**config.mk**
```make
export PLATFORM = sky130hd
export DESIGN_NAME = stk_xfer_unit
export DESIGN_NICKNAME = d
export VERILOG_FILES = /design/src/rtl/stk_xfer_pkg.sv /design/src/rtl/stk_cond_eval.sv /design/src/rtl/stk_status_codec.sv /design/src/rtl/stk_mem_guard.sv /design/src/rtl/stk_xfer_unit.sv
export SDC_FILE = /design/constraint.sdc
export NUM_CORES = 1
export LEC_CHECK = 0
export BUFFER_PORTS_ARGS = -buffer_cell sky130_fd_sc_hd__buf_2
export CAP_MARGIN = 5
export CORE_ASPECT_RATIO = 0.8
export CORE_MARGIN = 1
export CORE_UTILIZATION = 39
export CTS_CLUSTER_SIZE = 28
export DETAILED_ROUTE_END_ITERATION = 8
export RECOVER_POWER = 25
export SYNTH_ARGS = -nofsm -noshare
export SYNTH_HDL_FRONTEND = slang
export SYNTH_HIERARCHICAL = 1
export SYNTH_SLANG_ARGS = --single-unit
```
**constraint.sdc**
```tcl
create_clock -name clk -period 3 [get_ports clk]
set_input_delay 0.3 -clock clk [delete_from_list [all_inputs] [get_ports clk]]
set_output_delay 0.3 -clock clk [all_outputs]
set_load 0.02 [all_outputs]
```
**src/rtl/stk_xfer_pkg.sv**
```systemverilog
package stk_xfer_pkg;

   typedef enum logic [3:0] {
      OP_PUSH      = 4'd0,
      OP_POP       = 4'd1,
      OP_PUSH_ST   = 4'd2,
      OP_POP_ST    = 4'd3,
      OP_CALL      = 4'd4,
      OP_CALL_CC   = 4'd5,
      OP_RET       = 4'd6,
      OP_RET_CC    = 4'd7,
      OP_RESTART   = 4'd8,
      OP_XCHG_TOP  = 4'd9,
      OP_JMP       = 4'd10,
      OP_JMP_CC    = 4'd11,
      OP_LOAD_SP   = 4'd12
   } op_e;

   typedef enum logic [3:0] {
      ST_IDLE,
      ST_WR_HI,
      ST_WR_LO,
      ST_RD_LO,
      ST_RD_HI,
      ST_RD_END,
      ST_XR_LO,
      ST_XR_HI,
      ST_XW_LO,
      ST_XW_HI,
      ST_FIN
   } state_e;

   // flag vector positions
   localparam int FLG_W   = 5;
   localparam int FLG_SGN = 4;
   localparam int FLG_ZRO = 3;
   localparam int FLG_AUX = 2;
   localparam int FLG_PAR = 1;
   localparam int FLG_CRY = 0;

endpackage

```
**src/rtl/stk_cond_eval.sv**
```systemverilog
module stk_cond_eval import stk_xfer_pkg::*; #(
   parameter int SEL_W = 3
) (
   input  logic [SEL_W-1:0] cond_sel,
   input  logic [FLG_W-1:0] flags,
   output logic             take
);

   generate
      if (SEL_W != 3) begin : g_bad_sel
         $error("stk_cond_eval: condition field must be 3 bits");
      end
   endgenerate

   // bit 0 of the selector picks polarity, bits 2:1 pick the flag
   logic picked;

   always_comb begin
      case (cond_sel[SEL_W-1:1])
         2'd0:    picked = flags[FLG_ZRO];
         2'd1:    picked = flags[FLG_CRY];
         2'd2:    picked = flags[FLG_PAR];
         default: picked = flags[FLG_SGN];
      endcase
      take = cond_sel[0] ? picked : ~picked;
   end

endmodule

```
**src/rtl/stk_status_codec.sv**
```systemverilog
module stk_status_codec import stk_xfer_pkg::*; #(
   parameter int BYTE_W = 8
) (
   input  logic [BYTE_W-1:0]   acc_in,
   input  logic [FLG_W-1:0]    flags_in,
   output logic [2*BYTE_W-1:0] packed_word,
   input  logic [2*BYTE_W-1:0] unpack_word,
   output logic [BYTE_W-1:0]   acc_out,
   output logic [FLG_W-1:0]    flags_out
);

   localparam int W2 = 2 * BYTE_W;

   generate
      if (BYTE_W != 8) begin : g_bad_byte
         $error("stk_status_codec: status layout needs 8-bit bytes");
      end
   endgenerate

   assign packed_word = {acc_in,
                         flags_in[FLG_SGN], flags_in[FLG_ZRO], 1'b0,
                         flags_in[FLG_AUX], 1'b0, flags_in[FLG_PAR],
                         1'b1, flags_in[FLG_CRY]};

   assign acc_out = unpack_word[W2-1:BYTE_W];

   always_comb begin
      flags_out          = '0;
      flags_out[FLG_SGN] = unpack_word[7];
      flags_out[FLG_ZRO] = unpack_word[6];
      flags_out[FLG_AUX] = unpack_word[4];
      flags_out[FLG_PAR] = unpack_word[2];
      flags_out[FLG_CRY] = unpack_word[0];
   end

   // the spare positions are discarded on restore
   logic unused_spare;
   assign unused_spare = ^{unpack_word[5], unpack_word[3], unpack_word[1]};

endmodule

```
**src/rtl/stk_mem_guard.sv**
```systemverilog
module stk_mem_guard #(
   parameter int ADDR_W    = 16,
   parameter int BYTE_W    = 8,
   parameter int MEM_BYTES = 65536
) (
   input  logic              clk,
   input  logic              rst_n,
   input  logic [ADDR_W-1:0] core_addr,
   input  logic              core_we,
   input  logic [BYTE_W-1:0] core_wdata,
   output logic [BYTE_W-1:0] core_rdata,
   output logic [ADDR_W-1:0] mem_addr,
   output logic              mem_we,
   output logic [BYTE_W-1:0] mem_wdata,
   input  logic [BYTE_W-1:0] mem_rdata
);

   localparam longint SPAN = longint'(1) << ADDR_W;
   localparam bit     FULL = (longint'(MEM_BYTES) >= SPAN);
   localparam logic [ADDR_W:0] LIMIT = MEM_BYTES[ADDR_W:0];

   assign mem_addr  = core_addr;
   assign mem_wdata = core_wdata;

   generate
      if (FULL) begin : g_full
         assign mem_we     = core_we;
         assign core_rdata = mem_rdata;
         logic unused_clk;
         assign unused_clk = ^{clk, rst_n};
      end else begin : g_limited
         logic miss;
         logic miss_q;
         assign miss = ({1'b0, core_addr} >= LIMIT);
         // read data comes back one cycle later, so the miss flag follows it
         always_ff @(posedge clk or negedge rst_n) begin
            if (!rst_n) miss_q <= 1'b0;
            else        miss_q <= miss;
         end
         assign mem_we     = core_we & ~miss;
         assign core_rdata = miss_q ? '1 : mem_rdata;
      end
   endgenerate

endmodule

```
**src/rtl/stk_xfer_unit.sv**
```systemverilog
module stk_xfer_unit import stk_xfer_pkg::*; #(
   parameter int ADDR_W    = 16,
   parameter int BYTE_W    = 8,
   parameter int MEM_BYTES = 65536,
   parameter int VEC_W     = 3,
   parameter int COND_W    = 3
) (
   input  logic              clk,
   input  logic              rst_n,
   input  logic              cmd_valid,
   output logic              cmd_ready,
   input  logic [3:0]        cmd_op,
   input  logic [COND_W-1:0] cmd_cond,
   input  logic [VEC_W-1:0]  cmd_vec,
   input  logic [ADDR_W-1:0] cmd_word,
   input  logic [BYTE_W-1:0] acc_in,
   input  logic [4:0]        flags_in,
   input  logic [ADDR_W-1:0] hl_in,
   output logic              done,
   output logic [ADDR_W-1:0] pc_out,
   output logic [ADDR_W-1:0] sp_out,
   output logic [ADDR_W-1:0] result_out,
   output logic [BYTE_W-1:0] acc_out,
   output logic [4:0]        flags_out,
   output logic [ADDR_W-1:0] mem_addr,
   output logic              mem_we,
   output logic [BYTE_W-1:0] mem_wdata,
   input  logic [BYTE_W-1:0] mem_rdata
);

   localparam int VEC_LSB  = 3;
   localparam int LEN_ONE  = 1;
   localparam int LEN_LONG = 3;

   generate
      if (ADDR_W != 2 * BYTE_W) begin : g_bad_pair
         $error("stk_xfer_unit: address must be two bytes wide");
      end
      if (MEM_BYTES < 1 || longint'(MEM_BYTES) > (longint'(1) << ADDR_W)) begin : g_bad_mem
         $error("stk_xfer_unit: MEM_BYTES out of range");
      end
      if (VEC_W + VEC_LSB > ADDR_W) begin : g_bad_vec
         $error("stk_xfer_unit: restart vector does not fit the address");
      end
   endgenerate

   state_e            st_q;
   op_e               op_q;
   logic [ADDR_W-1:0] sp_q, pc_q, pc_nx_q, wbuf_q, rbuf_q, hl_q, res_q;
   logic [BYTE_W-1:0] acc_q;
   logic [FLG_W-1:0]  flg_q;

   logic              take;
   logic [ADDR_W-1:0] st_word;
   logic [BYTE_W-1:0] pop_acc;
   logic [FLG_W-1:0]  pop_flg;
   logic [ADDR_W-1:0] core_addr;
   logic              core_we;
   logic [BYTE_W-1:0] core_wdata, core_rdata;
   logic [ADDR_W-1:0] popped;
   logic [ADDR_W-1:0] pc_p1, pc_p3, sp_p1, sp_m1, vec_addr;
   op_e               op_in;

   assign op_in    = op_e'(cmd_op);
   assign pc_p1    = pc_q + ADDR_W'(LEN_ONE);
   assign pc_p3    = pc_q + ADDR_W'(LEN_LONG);
   assign sp_p1    = sp_q + ADDR_W'(1);
   assign sp_m1    = sp_q - ADDR_W'(1);
   assign vec_addr = ADDR_W'({cmd_vec, {VEC_LSB{1'b0}}});
   assign popped   = {core_rdata, rbuf_q[BYTE_W-1:0]};

   stk_cond_eval #(.SEL_W(COND_W)) u_cond (
      .cond_sel (cmd_cond),
      .flags    (flags_in),
      .take     (take)
   );

   stk_status_codec #(.BYTE_W(BYTE_W)) u_codec (
      .acc_in      (acc_in),
      .flags_in    (flags_in),
      .packed_word (st_word),
      .unpack_word (popped),
      .acc_out     (pop_acc),
      .flags_out   (pop_flg)
   );

   stk_mem_guard #(.ADDR_W(ADDR_W), .BYTE_W(BYTE_W), .MEM_BYTES(MEM_BYTES)) u_guard (
      .clk        (clk),
      .rst_n      (rst_n),
      .core_addr  (core_addr),
      .core_we    (core_we),
      .core_wdata (core_wdata),
      .core_rdata (core_rdata),
      .mem_addr   (mem_addr),
      .mem_we     (mem_we),
      .mem_wdata  (mem_wdata),
      .mem_rdata  (mem_rdata)
   );

   // memory cycle for each state
   always_comb begin
      core_addr  = sp_q;
      core_we    = 1'b0;
      core_wdata = '0;
      case (st_q)
         ST_WR_HI: begin
            core_addr  = sp_m1;
            core_we    = 1'b1;
            core_wdata = wbuf_q[ADDR_W-1:BYTE_W];
         end
         ST_WR_LO: begin
            core_addr  = sp_m1;
            core_we    = 1'b1;
            core_wdata = wbuf_q[BYTE_W-1:0];
         end
         ST_XR_HI: core_addr = sp_p1;
         ST_XW_LO: begin
            core_we    = 1'b1;
            core_wdata = hl_q[BYTE_W-1:0];
         end
         ST_XW_HI: begin
            core_addr  = sp_p1;
            core_we    = 1'b1;
            core_wdata = hl_q[ADDR_W-1:BYTE_W];
         end
         default: ;
      endcase
   end

   always_ff @(posedge clk or negedge rst_n) begin
      if (!rst_n) begin
         st_q    <= ST_IDLE;
         op_q    <= OP_PUSH;
         sp_q    <= '0;
         pc_q    <= '0;
         pc_nx_q <= '0;
         wbuf_q  <= '0;
         rbuf_q  <= '0;
         hl_q    <= '0;
         res_q   <= '0;
         acc_q   <= '0;
         flg_q   <= '0;
      end else begin
         case (st_q)
            ST_IDLE: if (cmd_valid) begin
               op_q <= op_in;
               hl_q <= hl_in;
               st_q <= ST_FIN;
               case (op_in)
                  OP_PUSH: begin
                     wbuf_q <= cmd_word; pc_nx_q <= pc_p1; st_q <= ST_WR_HI;
                  end
                  OP_PUSH_ST: begin
                     wbuf_q <= st_word; pc_nx_q <= pc_p1; st_q <= ST_WR_HI;
                  end
                  OP_POP, OP_POP_ST, OP_RET: begin
                     pc_nx_q <= pc_p1; st_q <= ST_RD_LO;
                  end
                  OP_RET_CC: begin
                     if (take) begin pc_nx_q <= pc_p1; st_q <= ST_RD_LO; end
                     else pc_q <= pc_p1;
                  end
                  OP_CALL: begin
                     wbuf_q <= pc_p3; pc_nx_q <= cmd_word; st_q <= ST_WR_HI;
                  end
                  OP_CALL_CC: begin
                     if (take) begin
                        wbuf_q <= pc_p3; pc_nx_q <= cmd_word; st_q <= ST_WR_HI;
                     end else pc_q <= pc_p3;
                  end
                  OP_RESTART: begin
                     wbuf_q <= pc_p1; pc_nx_q <= vec_addr; st_q <= ST_WR_HI;
                  end
                  OP_XCHG_TOP: begin
                     pc_nx_q <= pc_p1; st_q <= ST_XR_LO;
                  end
                  OP_JMP:     pc_q <= cmd_word;
                  OP_JMP_CC:  pc_q <= take ? cmd_word : pc_p3;
                  OP_LOAD_SP: sp_q <= cmd_word;
                  default: ;
               endcase
            end
            ST_WR_HI: begin
               sp_q <= sp_m1; st_q <= ST_WR_LO;
            end
            ST_WR_LO: begin
               sp_q <= sp_m1; pc_q <= pc_nx_q; st_q <= ST_FIN;
            end
            ST_RD_LO: begin
               sp_q <= sp_p1; st_q <= ST_RD_HI;
            end
            ST_RD_HI: begin
               sp_q <= sp_p1; rbuf_q[BYTE_W-1:0] <= core_rdata; st_q <= ST_RD_END;
            end
            ST_RD_END: begin
               case (op_q)
                  OP_POP:    begin res_q <= popped; pc_q <= pc_nx_q; end
                  OP_POP_ST: begin acc_q <= pop_acc; flg_q <= pop_flg; pc_q <= pc_nx_q; end
                  default:   pc_q <= popped;
               endcase
               st_q <= ST_FIN;
            end
            ST_XR_LO: st_q <= ST_XR_HI;
            ST_XR_HI: begin
               rbuf_q[BYTE_W-1:0] <= core_rdata; st_q <= ST_XW_LO;
            end
            ST_XW_LO: begin
               rbuf_q[ADDR_W-1:BYTE_W] <= core_rdata; st_q <= ST_XW_HI;
            end
            ST_XW_HI: begin
               res_q <= rbuf_q; pc_q <= pc_nx_q; st_q <= ST_FIN;
            end
            default: st_q <= ST_IDLE;
         endcase
      end
   end

   assign cmd_ready  = (st_q == ST_IDLE);
   assign done       = (st_q == ST_FIN);
   assign pc_out     = pc_q;
   assign sp_out     = sp_q;
   assign result_out = res_q;
   assign acc_out    = acc_q;
   assign flags_out  = flg_q;

endmodule

```
==> results.yml <==
run_status:
  outcome: "finished, final reports clean"
placed_design:
  placed_area_mm2: 0.0102
  dpl_worst_slack_ns: 0.290
  port_buffers: 153
  place_hpwl_um: 23900
  place.gp.congestion: 0.956
worst_hold_path:
  hold_path.class: "in -> reg"
  worstHoldStart: "hl_in[12]"
layout:
  num-fill-cells: 2217
  final_nets: 1203
  final_cell_area_mm2: 0.0108
  syn_to_final_growth_pct: 18.4
  final_layout_size_suffix_gt1_share_pct: 31.0
synthesis:
  synth_area_mm2: 0.00916
  syn_area_per_cell_um2: 8.89
  yosys.cell_types.count: 85
  synth_ff_type: "dfrtp_1"
  synth_edf_count: 0
  yosys_warnings: 6
  yosysSeqAreaShare_pct: 36.3
  ys_async_sr_fraction_pct: 100
  synth_cells: 1030
  synth_seq_cells: 133
worst_setup_path:
  crit_start: "sp_out[10]"
  cp_slowest_cell: "or4_4"
  path_cells: "or4_4, or3_4, o41ai_4, a21boi_2, xor2_1, buf_4"
  crit_path_end_kind: "output pin"
  crit_type: "reg -> out"
  max_stage_delay_ns: 0.57
  required_ns: 2.70
  r2r-start: "pc_out[4]"
  worstPathArrival_ns: 2.60
  critPathLaunchType: "flop"
  cp_max_fo: 7
pwr:
  p_int_w: 0.00671
  switching_share_pct: 46.9
  p_leak_nw: 4.65
  p_seq_share_pct: 27.5
  power.net_switching_w: 0.00593
  irDropWorstVdd_uv: 461
  power_w: 0.0126
  power_density_mw_per_mm2: 1170
  comb_power_share_pct: 54.6
  pwr-share-clk_pct: 17.8
global_routing:
  grt_max_degree: 62
  antenna_found_initial: 3
  grt-ovfl-total: 0
  grt_pass1_wl_um: 49800
  grt_pass1_vias: 8295
  grt_use_total_pct: 26.9
clock_tree:
  htree_levels: 4
  cts_made_buffers: 17
  clockBufferDepth: 2
  cts_tree: "done"
  clk_latency_ns: 0.43
  cts_root_buf: "clkbuf_16"
  cts_sinks: 133
  clk_pin_slew_ns: 0.06
routing:
  wl_per_cell_um: 22.1
  postRouteAntennaNets: 0
  vias: 8922
  routed_wl_um: 32200
  first_iter_violations: 1027
  vias_per_cell: 6.13
  firstDrtPassIters: 5
  route.detailed.drc: 0
timing:
  rsz0062_at_grt: "yes"
  worst_slack_ns: 0.104
  hold_viol: 0
  tightest_slew_ns: 1.35
  min_period_ns: 2.90
  holdWs_ns: 0.102
  slew-limit-headroom_pct: 9.95
  drv_slew: 0
  period_share_pct: 96.5
  setup_viol: 0
  fin_worst_skew_ns: 0.0121
  fmax_mhz: 345
die:
  die_h_um: 139
  core_mm2: 0.0227
  ios: 154
  fp.dieW_um: 173
  rows: 49
  initial_core_util_pct: 40.3
  dieArea_mm2: 0.0241
run:
  cap_violations: 0
final cells by class:
| class | count | area (um^2) | area share, % |
|---|---|---|---|
| flip-flops and latches | 133 | 3330 | 30.7 |
| diodes | 3 | 7.51 | 0.0692 |
| multi-input cells | 734 | 5090 | 46.9 |
| well taps | 306 | 383 | 3.53 |
| inverters | 15 | 56.3 | 0.519 |
| repair buffers | 232 | 1360 | 12.5 |
| clock buffers | 17 | 425 | 3.92 |
| clock inverters | 15 | 195 | 1.80 |
cells in the mapped netlist, drive strengths merged (4+ instances only):
library cell	instances	area (um^2)
dfrtp	133	3330
buf	82	563
o21ai	78	390
nor2	77	289
clkbuf	67	251
nand2	64	240
mux2	57	642
a21oi	53	265
nor3	37	185
a22oi	22	165
xnor2	22	193
xor2	18	158
a221oi	16	140
nor4	16	106
a22o	15	131
nand3	15	75.1
a211oi	14	105
a31oi	14	87.6
inv	14	52.6
a221o	11	110
o22ai	11	68.8
nand4	10	62.6
a222oi	9	90.1
and3	9	57.6
mux2i	9	90.1
a2bb2oi	8	70.1
o221ai	8	70.1
o31ai	8	60.1
or3	8	51.3
and2	6	37.5
nand2b	6	37.5
nor3b	6	45.0
nor4bb	6	60.1
o211ai	6	50.1
o21a	6	45.0
a21o	5	37.5
nor4b	5	43.8
or4	5	41.3
a211o	4	35.0
a32oi	4	35.0
ha	4	50.1
nand3b	4	30.0
layer usage:
metal | share of wire, % | global-route usage [%]
met3 | 10 | 6.33
met5 | 0 | 0
met4 | 1.8 | 7.69
met2 | 42 | 37.3
met1 | 47 | 40.9
worst paths after layout:
check	endpoint	slack (ns)	cells past startpoint
min in group asynchronous	sp_out[8]	0.71	2
hold / removal	hl_q[12]	0.10	2
max in group asynchronous	pc_out[7]	0.69	3
setup / recovery	mem_addr[15]	0.10	6
setup reg to reg	wbuf_q[13]	0.47	6
hold reg to reg	wbuf_q[6]	0.49	2
per-stage QoR:
stage / std cells / utilization [%] / setup TNS (ns)
2_1_floorplan: 1031 / - / 0
6_report: 1455 / 47.7 / 0
3_3_place_gp: 1419 / 44.6 / 0
5_1_grt: 1455 / 47.7 / -0.00238
3_5_place_dp: 1419 / 44.6 / 0
4_1_cts: 1452 / 47.5 / 0
timing repair:
action | in CTS | in global routing
setup endpoints to repair | 4 | 15
hold buffers | 1 | 0
setup buffers | 0 | 0
endpoints found under the hold margin | 44 | 0
resized for setup | 5 | 14
cells in the final DEF, fill, tap and decap left out, types with 9 or more instances in the layout:
master,count
buf_2,151
dfrtp_1,130
nor2_1,77
o21ai_0,76
buf_4,76
nand2_1,64
mux2_2,57
a21oi_1,53
nor3_1,33
xnor2_1,22
a22oi_1,22
xor2_1,18
clkbuf_16,17
a221oi_1,16
nand3_1,15
nor4_1,15
a22o_1,15
inv_1,14
a211oi_1,14
a31oi_1,14
a221o_1,11
nand4_1,10
o22ai_1,10
mux2i_1,9
a222oi_1,9
sequential cells by signal (all words and copies together), names as in the netlist:
| name | flops |
|---|---|
| acc_out | 8 |
| flags_out | 5 |
| hl_q | 16 |
| op_q | 4 |
| pc_nx_q | 16 |
| pc_out | 16 |
| rbuf_q | 16 |
| result_out | 16 |
| sp_out | 16 |
| st_q | 4 |
| wbuf_q | 16 |
cell families after synthesis:
group                      after synthesis  share of synthesized area, %
muxes                                   67                          8.24
other                                    2                        0.0820
DFF                                    133                          36.3
AOI/OAI and AO/OA                      329                          25.1
adders and majority gates                6                         0.765
and+or+nand+nor                        289                          16.2
xor gates and xnor gates                40                          3.82
buffers and inverters                  164                          9.51
worst max-delay path: cells and delay by family (launching register included):
family                    cells  cell delay, ns
and+or+nand+nor               2            0.94
buffers and inverters         1            0.15
AOI/OAI and AO/OA             2            0.48
xor gates and xnor gates      1            0.15
DFF                           1            0.45
power groups by stage:
stage	clock, W	combinational (W)	sequential, W
2_1_floorplan	0	0.00472	0.00350
3_3_place_gp	0	0.00668	0.00345
3_5_place_dp	0	0.00672	0.00347
4_1_cts	0.00227	0.00676	0.00345
5_1_grt	0.00236	0.00745	0.00360
6_report	0.00225	0.00691	0.00348
No activity file was read; power rests on OpenSTA's default activity.
